[src/rtl/tw_cfg_pkg.sv]
package tw_cfg_pkg;
    localparam int AW     = 8;
    localparam int DW     = 6;
    localparam int WW     = 2 * DW;
    localparam int FRM_W  = AW + DW;
    localparam int CNT_W  = $clog2(FRM_W + 3);
    localparam int CNT_MX = FRM_W + 2;

    localparam logic [AW-1:0] ADR_A    = 8'h10;
    localparam logic [AW-1:0] ADR_B    = 8'h11;
    localparam logic [AW-1:0] ADR_C_LO = 8'h20;
    localparam logic [AW-1:0] ADR_C_HI = 8'h21;
    localparam logic [AW-1:0] ADR_D_LO = 8'h22;
    localparam logic [AW-1:0] ADR_D_HI = 8'h23;
    localparam logic [AW-1:0] ADR_FRZ  = 8'h30;

    localparam logic [DW-1:0] DEF_A = 6'h15;
    localparam logic [DW-1:0] DEF_B = 6'h2A;
    localparam logic [WW-1:0] DEF_C = 12'h3C5;
    localparam logic [WW-1:0] DEF_D = 12'h0F0;

    typedef struct packed {
        logic [DW-1:0] live;
        logic [DW-1:0] stg;
        logic          pend;
    } narrow_t;

    typedef struct packed {
        logic [WW-1:0] live;
        logic [DW-1:0] lo;
        logic [DW-1:0] hi;
        logic          pend;
    } wide_t;
endpackage

[src/rtl/tw_sync.sv]
module tw_sync #(
    parameter int         W   = 1,
    parameter logic [W-1:0] RST = '0
) (
    input  logic         clk,
    input  logic         rst_n,
    input  logic [W-1:0] async_i,
    output logic [W-1:0] sync_o
);
    logic [W-1:0] meta_q;
    logic [W-1:0] stab_q;

    always_ff @(posedge clk or negedge rst_n) begin
        if (!rst_n) begin
            meta_q <= RST;
            stab_q <= RST;
        end else begin
            meta_q <= async_i;
            stab_q <= meta_q;
        end
    end

    assign sync_o = stab_q;
endmodule

[src/rtl/tw_deser.sv]
module tw_deser
    import tw_cfg_pkg::*;
(
    input  logic          clk,
    input  logic          rst_n,
    input  logic          sck_rise,
    input  logic          sdata,
    input  logic          sl_lvl,
    input  logic          sl_rise,
    output logic          frm_v,
    output logic [AW-1:0] frm_addr,
    output logic [DW-1:0] frm_data
);
    typedef struct packed {
        logic [CNT_W-1:0] cnt;
        logic [FRM_W-1:0] bits;
        logic             v;
        logic [AW-1:0]    addr;
        logic [DW-1:0]    data;
    } dstate_t;

    dstate_t q, d;

    always_comb begin
        d   = q;
        d.v = 1'b0;
        if (sl_rise && (q.cnt >= CNT_W'(FRM_W))) begin
            d.v    = 1'b1;
            d.addr = q.bits[AW-1:0];
            d.data = q.bits[FRM_W-1:AW];
        end
        if (sl_lvl) begin
            d.cnt = '0;
        end else if (sck_rise) begin
            if (q.cnt < CNT_W'(FRM_W))
                d.bits[q.cnt[3:0]] = sdata;
            if (q.cnt < CNT_W'(CNT_MX))
                d.cnt = q.cnt + 1'b1;
        end
    end

    always_ff @(posedge clk or negedge rst_n) begin
        if (!rst_n) q <= '0;
        else        q <= d;
    end

    assign frm_v    = q.v;
    assign frm_addr = q.addr;
    assign frm_data = q.data;
endmodule

[src/rtl/tw_cfg_port.sv]
module tw_cfg_port
    import tw_cfg_pkg::*;
(
    input  logic          clk,
    input  logic          rst_n,
    input  logic          sck_i,
    input  logic          sdata_i,
    input  logic          sl_i,
    input  logic          vd_i,
    input  logic          hd_i,
    output logic [DW-1:0] reg_a_o,
    output logic [DW-1:0] reg_b_o,
    output logic [WW-1:0] wide_c_o,
    output logic [WW-1:0] wide_d_o,
    output logic          freeze_o
);
    // synchronized levels: {sck, sdata, sl, vd, hd}
    logic [4:0] lvl;

    tw_sync #(.W(5), .RST(5'b00111)) u_sync (
        .clk     (clk),
        .rst_n   (rst_n),
        .async_i ({sck_i, sdata_i, sl_i, vd_i, hd_i}),
        .sync_o  (lvl)
    );

    typedef struct packed {
        logic [3:0] prev;   // {sck, sl, vd, hd}
        narrow_t    a;
        narrow_t    b;
        wide_t      c;
        wide_t      dw;
        logic       frz;
        logic       armed;
    } state_t;

    state_t q, d;

    logic sck_rise, sl_rise, vd_fall, hd_fall;
    assign sck_rise = lvl[4] & ~q.prev[3];
    assign sl_rise  = lvl[2] & ~q.prev[2];
    assign vd_fall  = ~lvl[1] & q.prev[1];
    assign hd_fall  = ~lvl[0] & q.prev[0];

    logic          frm_v;
    logic [AW-1:0] frm_addr;
    logic [DW-1:0] frm_data;

    tw_deser u_deser (
        .clk      (clk),
        .rst_n    (rst_n),
        .sck_rise (sck_rise),
        .sdata    (lvl[3]),
        .sl_lvl   (lvl[2]),
        .sl_rise  (sl_rise),
        .frm_v    (frm_v),
        .frm_addr (frm_addr),
        .frm_data (frm_data)
    );

    always_comb begin
        d      = q;
        d.prev = {lvl[4], lvl[2], lvl[1], lvl[0]};

        // staging of a completed frame
        if (frm_v) begin
            case (frm_addr)
                ADR_A:    begin d.a.stg = frm_data; d.a.pend = 1'b1; end
                ADR_B:    begin d.b.stg = frm_data; d.b.pend = 1'b1; end
                ADR_C_LO: d.c.lo = frm_data;
                ADR_C_HI: begin d.c.hi = frm_data; d.c.pend = 1'b1; end
                ADR_D_LO: d.dw.lo = frm_data;
                ADR_D_HI: begin d.dw.hi = frm_data; d.dw.pend = 1'b1; end
                ADR_FRZ:  d.frz = frm_data[0];
                default:  ;
            endcase
        end

        // strobe-class commit point
        if (frm_v && !q.frz) begin
            if (d.a.pend) begin
                d.a.live = d.a.stg;
                d.a.pend = 1'b0;
            end
            if (d.c.pend) begin
                d.c.live = {d.c.hi, d.c.lo};
                d.c.pend = 1'b0;
            end
        end

        // video-class commit point
        if (vd_fall)
            d.armed = 1'b1;
        if (hd_fall && q.armed) begin
            d.armed = vd_fall;
            if (!q.frz) begin
                if (d.b.pend) begin
                    d.b.live = d.b.stg;
                    d.b.pend = 1'b0;
                end
                if (d.dw.pend) begin
                    d.dw.live = {d.dw.hi, d.dw.lo};
                    d.dw.pend = 1'b0;
                end
            end
        end
    end

    always_ff @(posedge clk or negedge rst_n) begin
        if (!rst_n) begin
            q          <= '0;
            q.prev     <= 4'b0111;
            q.a.live   <= DEF_A;
            q.a.stg    <= DEF_A;
            q.b.live   <= DEF_B;
            q.b.stg    <= DEF_B;
            q.c.live   <= DEF_C;
            q.c.lo     <= DEF_C[DW-1:0];
            q.c.hi     <= DEF_C[WW-1:DW];
            q.dw.live  <= DEF_D;
            q.dw.lo    <= DEF_D[DW-1:0];
            q.dw.hi    <= DEF_D[WW-1:DW];
        end else begin
            q <= d;
        end
    end

    assign reg_a_o  = q.a.live;
    assign reg_b_o  = q.b.live;
    assign wide_c_o = q.c.live;
    assign wide_d_o = q.dw.live;
    assign freeze_o = q.frz;
endmodule

[config.mk]
export PLATFORM = sky130hd
export DESIGN_NAME = tw_cfg_port
export DESIGN_NICKNAME = d
export VERILOG_FILES = /design/src/rtl/tw_cfg_pkg.sv /design/src/rtl/tw_sync.sv /design/src/rtl/tw_deser.sv /design/src/rtl/tw_cfg_port.sv
export SDC_FILE = /design/constraint.sdc
export NUM_CORES = 1
export LEC_CHECK = 0
export CAP_MARGIN = 20
export CORE_ASPECT_RATIO = 0.8
export CORE_MARGIN = 2
export CORE_UTILIZATION = 55
export DETAILED_ROUTE_END_ITERATION = 7
export GPL_TIMING_DRIVEN = 0
export PLACE_DENSITY = 0.85
export SYNTH_ARGS = -nofsm -noshare
export SYNTH_HDL_FRONTEND = slang
export SYNTH_SLANG_ARGS = --single-unit
export TNS_END_PERCENT = 20
[constraint.sdc]
create_clock -name clk -period 2.7 [get_ports clk]
set_input_delay 0.81 -clock clk [delete_from_list [all_inputs] [get_ports clk]]
set_output_delay 0.81 -clock clk [all_outputs]
set_load 0.05 [all_outputs]
[After elaboration in Yosys (flattened, before gate mapping)]
Cells that the tools add are included.
Operators by class
  $add $sub $neg: 1
  order comparisons: 5
  equality and inequality tests: 7
  muxes and demuxes: 27
  bitwise operators: 10
  reductions and logical operators: 15
Operators with widths (number)
  7-bit 2-to-1 mux: 6
  8-bit by 6-bit == test with 1-bit output (second input constant): 5
  14-bit 2-to-1 mux: 2
  19-bit 2-to-1 mux: 1
  8-bit by 5-bit == test with 1-bit output (second input constant): 2
  15-bit 2-to-1 mux: 1
  14-bit bitwise mux: 1
  13-bit 2-to-1 mux: 1
  6-bit 2-to-1 mux: 2
  1-bit 2-to-1 mux: 10
  5-bit 2-to-1 mux: 2
  3-bit AND reduction: 3
  2-bit AND reduction: 4
  1-bit inverter: 6
  2-bit nonzero test: 3
  5-bit by 1-bit adder with 5-bit output (second input constant): 1
  5-bit by 4-bit greater-or-equal comparator with 1-bit output (second input constant): 1
  4-bit by 5-bit < comparator with 1-bit output (second input constant): 1
  5-bit by 4-bit < comparator with 1-bit output (second input constant): 1
  5-bit < comparator (second input constant): 1
  1-bit bitwise AND: 4
  1-bit demux with 4-bit select: 1
  4-bit by 1-bit greater-or-equal comparator with 1-bit output (second input constant): 1
  1-bit logical AND: 4
  1-bit zero test: 1
Storage, ports and cells
  bits in registers: 126
  input bits: 7
  output and inout bits: 37
  word-level logic and storage cells: 89

[Longest topological paths before layout]
Gate-level depths: netlist of run 1.
  depth in word-level cells: 8
  depth in mapped cells: 7
  gate-level depth less buffers: 4

[By module]
From an unflattened synthesis of run 1, not the netlist that was laid out.
Unflattened totals
  cell total of the unflattened synthesis: 388
  area total of the unflattened synthesis: 5500.3 um2
By module, submodules not included
  tw_cfg_port: instances 1, cells an instance 251, area an instance 3583.4 um2, sequential area each 2095.8 um2
  tw_deser: instances 1, cells an instance 127, area an instance 1659.1 um2, sequential area each 850.8 um2
  tw_sync: instances 1, cells an instance 10, area an instance 257.7 um2, sequential area each 257.7 um2

[Worst setup path before layout of run 1]
No wires, ideal clock.
  path type: reg-to-reg
  from: reg u_deser.q (netlist bit u_deser.frm_addr[1])
  to: reg q (netlist bit wide_c_o[10])
  setup time: 0.125 ns
  arrival: 1.934 ns
  required time: 2.575 ns
  slack: 0.641 ns
  cell stages (with the launch flop): 6
  path buffers: 1
  clock period less this slack: 2.059 ns
  cell sequence: dfrtp_1 buf_6 or4b_4 nor3_4 mux2_2 mux2_4
RTL lines
  start, declared: RTL line tw_deser.sv:22  | dstate_t q, d;
  start signal, assigned: RTL line tw_deser.sv:43  | if (!rst_n) q <= '0;
  start signal, assigned: RTL line tw_deser.sv:44  | else q <= d;
  end, declared: RTL line tw_cfg_port.sv:37  | state_t q, d;

[Final worst setup path of run 1]
  from: reg q (netlist bit wide_d_o[5])
  to: out wide_d_o[5]
RTL lines
  end, declared: RTL line tw_cfg_port.sv:14  | output logic [WW-1:0] wide_d_o,
No word-level cell between the ends.

==> results_dict.tcl, run 1 <==
set metrics [dict create \
    drcViolationCount 0 \
    final_common_cell "dfrtp_1" \
    ys_seq_elements 126 \
    design.portCount 44 \
    gp_routability_congestion 0.773 \
    grt.total_usage 0.209 \
    initial_utilization 0.572 \
    dr.first_iter.drc_count 213 \
    slew_headroom 0.464 \
    layout_fillers 713 \
    share_of_synthesized_registers_carrying_an_async_set_or_reset 1.00 \
    number_of_instances_in_the_synthesized_netlist 422 \
    grt_antenna_before_repair 0 \
    leakagePower_uw 0.00318 \
    design_power_total_uw 4460 \
    type_of_the_setup_path_with_the_least_slack "reg2out" \
    cp_cell_sequence "buf_4 -> clkdlybuf4s50_1" \
    crit_path_end_kind "primary output" \
    num_antenna_cells 0 \
    clock-root-buffer "clkbuf_16" \
    drv_cap 0 \
    data_arrival_at_the_endpoint_of_the_critical_path_ps 1830 \
    syn_nets 433 \
    synth-edff-count 0 \
    grt_setup_unrepaired "false" \
    hp-class "in2async" \
    numClockSinks 126 \
    fp.coreArea_mm2 0.00977 \
    drt-pass1-iter-count 4 \
    min_period_ps 2640 \
    synth.yosys.seq_area_share 0.574 \
    final_cell_area_mm2 0.00684 \
    commonest_cells_after_routing_fill_and_taps_aside "dfrtp_1, mux2_2, buf_4, nand2_1, dfstp_2" \
    grt_max_degree 110 \
    startpoint_type "register" \
    quantity_of_i_o_buffers_inserted_on_ports 43 \
    worstPathRequired_ps 1890 \
    die-width_um 117 \
    tritoncts_clock_tree "yes" \
    multiInputGateArea_mm2 0.00199 \
    area_growth_pct 22.5 \
    hpwlAfterDp_um 6640 \
    grt_pass1_vias 3419 \
    rows 32 \
    powerDensity_mw_per_mm2 651 \
    timing.fmax_mhz 378 \
    timing.clock.skew_ps 6.93 \
    layout_worst_path_cycle_share 0.979 \
    clock_latency_ps 410 \
    drt.antenna.violating_nets 0 \
    routed_wl_um 10200 \
    post_route_cells_drive_above_1_share 0.408 \
    fin_cells 633 \
    detailroute.via_count 3311 \
    cts_buffer_depth 2 \
    synth.avg_cell_area_um2 13.2 \
    die_height_um 94.1 \
    route.detailed.vias_per_inst 5.23 \
    synth_flop_cell "dfrtp_1" \
    tritoncts.num_buffers 17 \
    tightest_slew_ps 794 \
    cp_num_buf_inv 2 \
    timing.critical_path.slowest_stage_cell "clkdlybuf4s50_1" \
    timing.hold.ws_ps 226 \
    synth-warning-count 0 \
    drv_slew 0 \
    irDropWorstVdd_v 0.000522 \
    dpl.cell_count 602 \
    cpPeakStageDelay_ps 780 \
    cts_htree_levels 4 \
    status "finished, final reports clean" \
    global_route.overflow_total 0 \
    wire_per_inst_um 16.1 \
    dpl-instance-area_mm2 0.00621 \
    nets 496 \
    cts_hold_buffers 0 \
    wire_length_of_the_first_global_routing_pass_um 17100 \
    final_number_of_hold_violating_endpoints 0 \
    worstPathMaxFanout 2 \
    utilization 0.700 \
    cp_top_family "buffers and inverters" \
    netlist_cell_types 49 \
    report.final.setup_viol 0 \
    cts.clk_slew.worst_paths_ps 50 \
    netlist_area_mm2 0.00558 \
    area.sequential_mm2 0.00320 \
    die_area_mm2 0.0110 \
]
==> logic make-up (layout without fill, tap and decap cells) <==
kind of cell	Yosys count	count (layout)	share of synthesized area
buffers and inverters	58	133	0.0699
xor gates and xnor gates	3	3	0.00471
DFF	126	126	0.574
muxes	83	83	0.171
and+or+nand+nor	107	107	0.109
AOI/OAI and AO/OA	41	41	0.0621
adders and majority gates	4	4	0.00896
==> power breakdown <==
| group | switching [uW] | internal (uW) |
|---|---|---|
| sequential | 17.2 | 1920 |
| combinational | 59.2 | 31.6 |
| clock | 766 | 1660 |
==> worst paths after layout <==
check                                    startpoint               end  slack (ps)  cells past startpoint
worst max-delay path                    wide_d_o[5]       wide_d_o[5]          60                      2
worst min-delay path                          rst_n      wide_d_o[11]         230                      1
worst max register to register  u_deser.frm_addr[1]      wide_c_o[11]         460                      6
worst min register to register     u_sync.meta_q[3]  u_sync.sync_o[3]         350                      0
max in group asynchronous                     rst_n             q[30]        1720                      2
min in group clk                   u_sync.meta_q[3]  u_sync.sync_o[3]         350                      0
==> cells in the mapped netlist (2+ instances only) <==
cell type,instances,area (um2)
dfrtp_1,85,2130
mux2_2,61,687
dfstp_2,41,1080
nand2_1,41,154
buf_4,37,278
nor2_1,18,67.6
and2_1,13,81.3
clkbuf_1,12,45.0
mux2i_1,12,120
o2bb2ai_1,12,105
mux2_4,10,150
a211o_1,6,52.6
and3_1,6,37.5
o21bai_1,6,45.0
nor3b_1,5,37.5
o221a_2,5,56.3
ha_1,4,50.1
inv_1,4,15.0
nand2b_1,3,18.8
nor3_4,3,48.8
a21oi_1,2,10.0
buf_2,2,10.0
buf_6,2,22.5
nand4_1,2,12.5
nand4bb_1,2,22.5
nor3_1,2,10.0
o21ai_0,2,10.0
o21ai_1,2,10.0
xor2_1,2,17.5
==> worst reg2reg max path, cell delays in order (launching register included) <==
cell	delay (ps)
dfrtp_1	370
buf_6	130
or4b_4	520
nor3_4	440
o21a_4	220
buf_12	150
mux2_4	310
==> stage by stage <==
stage          setup slack (ps)  setup TNS [ps]
2_1_floorplan               641               0
5_1_grt                    7.25               0
3_5_place_dp                443               0
3_3_place_gp              -3700         -406040
4_1_cts                    18.1               0
6_report                   55.7               0
==> routing by layer <==
metal  GRT usage  vias to the layer above  part of all wire
met1       0.275                     1659              0.46
met4      0.0627                        0             0.012
met2       0.326                       70              0.48
li1            -                     1571                 -
met3      0.0774                       11             0.043
met5           0                        -                 0
==> area by class of cell <==
| type | count | area share |
|---|---|---|
| Inverter | 4 | 0.00219 |
| Multi-Input combinational cell | 238 | 0.291 |
| Clock buffer | 25 | 0.0739 |
| Clock inverter | 6 | 0.0190 |
| Sequential cell | 126 | 0.468 |
| Timing Repair Buffer | 44 | 0.0660 |
| Buffer | 54 | 0.0549 |
| Tap cell | 136 | 0.0249 |
==> what timing repair did <==
item	CTS	global route
setup endpoints to repair	0	5
setup buffers	0	0
resized for setup	0	5
(Power assumes the default switching activity.)
==> run 2: changes to the inputs <==
--- a/config.mk
+++ b/config.mk
@@ -6,12 +6,14 @@
 export NUM_CORES = 1
 export LEC_CHECK = 0
 export CAP_MARGIN = 20
+export CELL_PAD_IN_SITES_DETAIL_PLACEMENT = 0
+export CELL_PAD_IN_SITES_GLOBAL_PLACEMENT = 1
 export CORE_ASPECT_RATIO = 0.8
 export CORE_MARGIN = 2
-export CORE_UTILIZATION = 55
+export CORE_UTILIZATION = 48
 export DETAILED_ROUTE_END_ITERATION = 7
 export GPL_TIMING_DRIVEN = 0
-export PLACE_DENSITY = 0.85
+export PLACE_DENSITY = 0.88
 export SYNTH_ARGS = -nofsm -noshare
 export SYNTH_HDL_FRONTEND = slang
 export SYNTH_SLANG_ARGS = --single-unit
==> run 2 against run 1 <==
Worst hold slack improved by 18 ps. Sequential share of layout area rose by 0.34 points. Non-clock buffer count did not move. Routed wire length fell by 3.2%. Clock power fell by 11%. Largest cell class unchanged. Clock skew rose by 4.1 ps. Design area fell by 0.71%. Flip-flop and latch count did not move.
==> results_dict.tcl, run 2 (same netlist as run 1, synthesis figures left out) <==
set metrics [dict create \
    worstPathMaxFanout 2 \
    timing.clock.skew_ps 11.1 \
    cts_htree_levels 4 \
    irDropWorstVdd_v 0.000431 \
    die_height_um 100 \
    grt_antenna_before_repair 0 \
    dpl-instance-area_mm2 0.00623 \
    drt.antenna.violating_nets 0 \
    worst-r2r-cell-count 6 \
    detailroute.via_count 3327 \
    num_antenna_cells 0 \
    layout_worst_path_cycle_share 0.977 \
    report.final.setup_viol 0 \
    global_route.overflow_total 0 \
    cts_hold_buffers 0 \
    rows 35 \
    worstPathRequired_ps 1890 \
    min_period_ps 2640 \
    nets 496 \
    design_power_total_uw 4180 \
    numClockSinks 126 \
    clock_latency_ps 410 \
    tritoncts_clock_tree "yes" \
    wire_length_of_the_first_global_routing_pass_um 16800 \
    die_area_mm2 0.0125 \
    timing.rr.start "freeze_o" \
    grt_setup_unrepaired "false" \
    drv_cap 0 \
    drcViolationCount 0 \
    commonest_cells_after_routing_fill_and_taps_aside "dfrtp_1, mux2_2, nand2_1, clkdlybuf4s50_1, dfstp_2" \
    gp_routability_congestion 0.779 \
    design.portCount 44 \
    grt_max_degree 107 \
    reg2reg_setup_slack_ps 460 \
    timing.hold.ws_ps 244 \
    cts.clk_slew.worst_paths_ps 50 \
    hpwlAfterDp_um 6570 \
    tightest_slew_ps 764 \
    type_of_the_setup_path_with_the_least_slack "reg2out" \
    final_cell_area_mm2 0.00679 \
    leakagePower_uw 0.00314 \
    data_arrival_at_the_endpoint_of_the_critical_path_ps 1830 \
    final_common_cell "dfrtp_1" \
    grt.total_usage 0.173 \
    drv_slew 0 \
    wire_per_inst_um 15.3 \
    status "finished, final reports clean" \
    timing.fmax_mhz 379 \
    quantity_of_i_o_buffers_inserted_on_ports 43 \
    startpoint_type "register" \
    multiInputGateArea_mm2 0.00199 \
    dr.first_iter.drc_count 124 \
    initial_utilization 0.489 \
    route.detailed.vias_per_inst 5.15 \
    slew_headroom 0.484 \
    post_route_cells_drive_above_1_share 0.398 \
    grt_pass1_vias 3451 \
    routed_wl_um 9870 \
    reg2reg_to "wide_d_o[2]" \
    drt-pass1-iter-count 4 \
    area.sequential_mm2 0.00320 \
    area_growth_pct 21.6 \
    clock-root-buffer "clkbuf_16" \
    hp-class "in2async" \
    powerDensity_mw_per_mm2 615 \
    layout_fillers 905 \
    crit_path_end_kind "primary output" \
    cts_buffer_depth 2 \
    tritoncts.num_buffers 17 \
    fp.coreArea_mm2 0.0114 \
    final_number_of_hold_violating_endpoints 0 \
    die-width_um 125 \
]
==> run 2: changes by cell type in the layout (fill, tap and decap cells not counted) <==
cell,before,now
buf_4,41,37
bufinv_16,4,2
clkbuf_1,15,17
clkbuf_8,5,2
clkdlybuf4s50_1,37,41
clkinv_2,2,6
==> run 2: critical path: stages, from the launching register on <==
cell and delay [ps]:
dfstp_2 540, buf_4 100, clkdlybuf4s50_1 790
==> run 2: worst max-delay path by stage <==
stage | startpoint | end | slack [ps] | cells after the start
detailed placement | u_deser.frm_addr[1] | wide_c_o[5] | 460 | 6
finish | wide_c_o[9] | wide_c_o[9] | 60 | 2
CTS | wide_c_o[7] | wide_c_o[7] | 30 | 2
global route | wide_c_o[9] | wide_c_o[9] | 10 | 2
global placement | rst_n | wide_c_o[11] | -3850 | 1
floorplan | u_deser.frm_addr[1] | wide_c_o[10] | 640 | 5
==> run 2: what timing repair did <==
action                                  in CTS  in global routing
endpoints found under the setup margin       0                  1
buffers inserted                             0                  0
hold endpoints to repair                     0                  0
resized for setup                            0                  1
==> run 2: through the flow <==
stage | std cells | utilization | worst slack, ps | setup TNS, ps
2_1_floorplan | 422 | - | 641 | 0
4_1_cts | 646 | 0.594 | 26.8 | 0
3_5_place_dp | 614 | 0.545 | 461 | 0
5_1_grt | 646 | 0.594 | 13.9 | 0
3_3_place_gp | 613 | 0.542 | -3850 | -423240
6_report | 646 | 0.594 | 61.6 | 0
==> run 2: final cells by class <==
| class | instances | share of cell area |
|---|---|---|
| flip-flops and latches | 126 | 0.472 |
| multi-input cells | 238 | 0.293 |
| clock buffers | 24 | 0.0694 |
| repair buffers | 44 | 0.0680 |
| plain buffers | 54 | 0.0553 |
| well taps | 148 | 0.0273 |
| clock inverters | 8 | 0.0133 |
| inverters | 4 | 0.00221 |
==> run 2: per-layer routing <==
layer	vias to the layer above	wire length (um)	part of all wire	track usage
li1	1572	-	-	-
met1	1700	4780	0.48	0.224
met2	51	4700	0.48	0.275
met3	4	338	0.034	0.0499
met4	0	45	0.0046	0.0761
met5	-	0	0	0
==> run 2: power breakdown <==
part | switching (uW) | internal [uW] | total (uW)
clock | 754 | 1400 | 2150
combinational | 58.5 | 31.6 | 90.1
sequential | 15.8 | 1920 | 1940
==> run 3: changes to the inputs <==
--- a/config.mk
+++ b/config.mk
@@ -9,8 +9,8 @@
 export CELL_PAD_IN_SITES_DETAIL_PLACEMENT = 0
 export CELL_PAD_IN_SITES_GLOBAL_PLACEMENT = 1
 export CORE_ASPECT_RATIO = 0.8
-export CORE_MARGIN = 2
 export CORE_UTILIZATION = 48
+export CTS_CLUSTER_SIZE = 10
 export DETAILED_ROUTE_END_ITERATION = 7
 export GPL_TIMING_DRIVEN = 0
 export PLACE_DENSITY = 0.88
==> run 3 against run 2 <==
Die area fell by 3.6%. Total power grew 0.66%. Worst hold slack worse by 8.2 ps. Clock skew down 2.7 ps. Routed wire length rose by 2.6%. Setup slack got worse by 15 ps. Fmax shrank 0.55%. Via count down 0.36%. Critical path type unchanged. Largest power group unchanged.
==> results_dict.tcl, run 3 (same netlist as run 1, synthesis figures left out) <==
set metrics [dict create \
    status "finished, final reports clean" \
    tritoncts_clock_tree "yes" \
    wire_per_inst_um 15.8 \
    cellInternalPower_uw 3360 \
    die-width_um 123 \
    worst-r2r-cell-count 5 \
    grt.total_usage 0.189 \
    crit_path_end_kind "primary output" \
    final_cell_area_mm2 0.00679 \
    drt.antenna.violating_nets 0 \
    post_cts.repair.setup_buffers 0 \
    commonest_cells_after_routing_fill_and_taps_aside "dfrtp_1, mux2_2, clkdlybuf4s50_1" \
    grt_antenna_before_repair 0 \
    final_number_of_hold_violating_endpoints 0 \
    startpoint_type "register" \
    cts_buffer_depth 2 \
    cts_hold_buffers 0 \
    timing.hold.ws_ps 236 \
    drcViolationCount 0 \
    cp_cell_sequence "buf_4 -> clkdlybuf4s50_1" \
    netSwitchingFraction 0.202 \
    slew_headroom 0.502 \
    final_common_cell "dfrtp_1" \
    worstSetupStartpoint "wide_c_o[8]" \
    finalSetupTns_ps 0 \
    fin_cells 642 \
    timing.clock.skew_ps 8.39 \
    initial_utilization 0.503 \
    clock_latency_ps 410 \
    numClockSinks 126 \
    area_growth_pct 21.6 \
    cts.clk_slew.worst_paths_ps 50 \
    global_route.overflow_total 0 \
    detailroute.via_count 3315 \
    post_route_cells_drive_above_1_share 0.394 \
    grt_max_degree 108 \
    dpl.cell_count 610 \
    leakagePower_uw 0.00311 \
    routed_wl_um 10100 \
    dpl-instance-area_mm2 0.00622 \
    nets 496 \
    fp.coreArea_mm2 0.0111 \
    drv_cap 0 \
    quantity_of_i_o_buffers_inserted_on_ports 43 \
    worstPathMaxFanout 2 \
    share_seq_of_total_power 0.461 \
    report.final.setup_viol 0 \
    layout_worst_path_cycle_share 0.983 \
    cts_htree_levels 4 \
    share_comb_of_total_power 0.022 \
    reg2reg_setup_slack_ps 420 \
    power.share.clock 0.517 \
    data_arrival_at_the_endpoint_of_the_critical_path_ps 1840 \
    p_switching_uw 848 \
    cts-resized-gates 0 \
    type_of_the_setup_path_with_the_least_slack "reg2out" \
    die_area_mm2 0.0121 \
    timing.fmax_mhz 377 \
    place_worst_setup_slack_ps 448 \
    hpwlAfterDp_um 6530 \
    tightest_slew_ps 737 \
    route.detailed.vias_per_inst 5.16 \
    powerDensity_mw_per_mm2 620 \
    num_antenna_cells 0 \
    clock-root-buffer "clkbuf_16" \
    wire_length_of_the_first_global_routing_pass_um 17100 \
    cpPeakStageDelay_ps 790 \
    irDropWorstVdd_v 0.000471 \
    die_height_um 98.5 \
    gp_routability_congestion 0.781 \
    rows 34 \
    grt_pass1_vias 3367 \
    drv_slew 0 \
    design.portCount 44 \
    min_period_ps 2650 \
    hp-class "in2async" \
    worstPathRequired_ps 1890 \
    timing.critical_path.slowest_stage_cell "clkdlybuf4s50_1" \
    post-route-worst-setup-slack_ps 47.0 \
    layout_fillers 857 \
    drt-pass1-iter-count 4 \
    dr.first_iter.drc_count 236 \
    timing.rr.start "u_deser.frm_addr[1]" \
    reg2reg_to "wide_c_o[10]" \
    grt_setup_unrepaired "false" \
    tritoncts.num_buffers 17 \
]
-- run 3: how the worst max path moves through the flow --
stage,endpoint,slack (ps),cells after the start
CTS,wide_c_o[8],30,2
finish,wide_c_o[8],50,2
floorplan,wide_c_o[10],640,5
global route,reg_b_o[3],10,2
detailed placement,wide_c_o[10],450,6
global placement,wide_c_o[10],-3800,1
-- run 3: area by class of cell --
type / count / area (um2) / share of cell area
inverters: 4 / 15.0 / 0.00221
plain buffers: 54 / 375 / 0.0553
multi-input cells: 238 / 1990 / 0.293
well taps: 144 / 180 / 0.0265
repair buffers: 44 / 459 / 0.0676
flip-flops and latches: 126 / 3200 / 0.472
clock buffers: 26 / 479 / 0.0706
clock inverters: 6 / 85.1 / 0.0125
-- run 3: power by group through the flow --
stage | sequential (uW) | clock, uW | combinational (uW)
final | 1940 | 2180 | 90.8
after detailed placement | 1970 | 0 | 94.2
after floorplan | 1960 | 0 | 34.3
after global placement | 1970 | 0 | 85.9
after global routing | 1940 | 2300 | 106
after CTS | 1940 | 2210 | 95.1
-- run 3: routing by layer --
metal,global-route usage,vias up,part of all wire
li1,-,1570,-
met1,0.260,1665,0.48
met2,0.284,74,0.47
met3,0.0608,6,0.037
met4,0.0582,0,0.0062
met5,0,-,0
-- run 3: per-stage QoR --
step / power (uW) / util
2_1_floorplan: 2000 / -
3_3_place_gp: 2050 / 0.558
3_5_place_dp: 2060 / 0.561
4_1_cts: 4250 / 0.611
5_1_grt: 4350 / 0.611
6_report: 4210 / 0.611
-- run 3: worst max-delay path, delay by kind of cell (launching register included) --
family	cells	cell delay, ps
buf+inv	2	890
flops	1	540
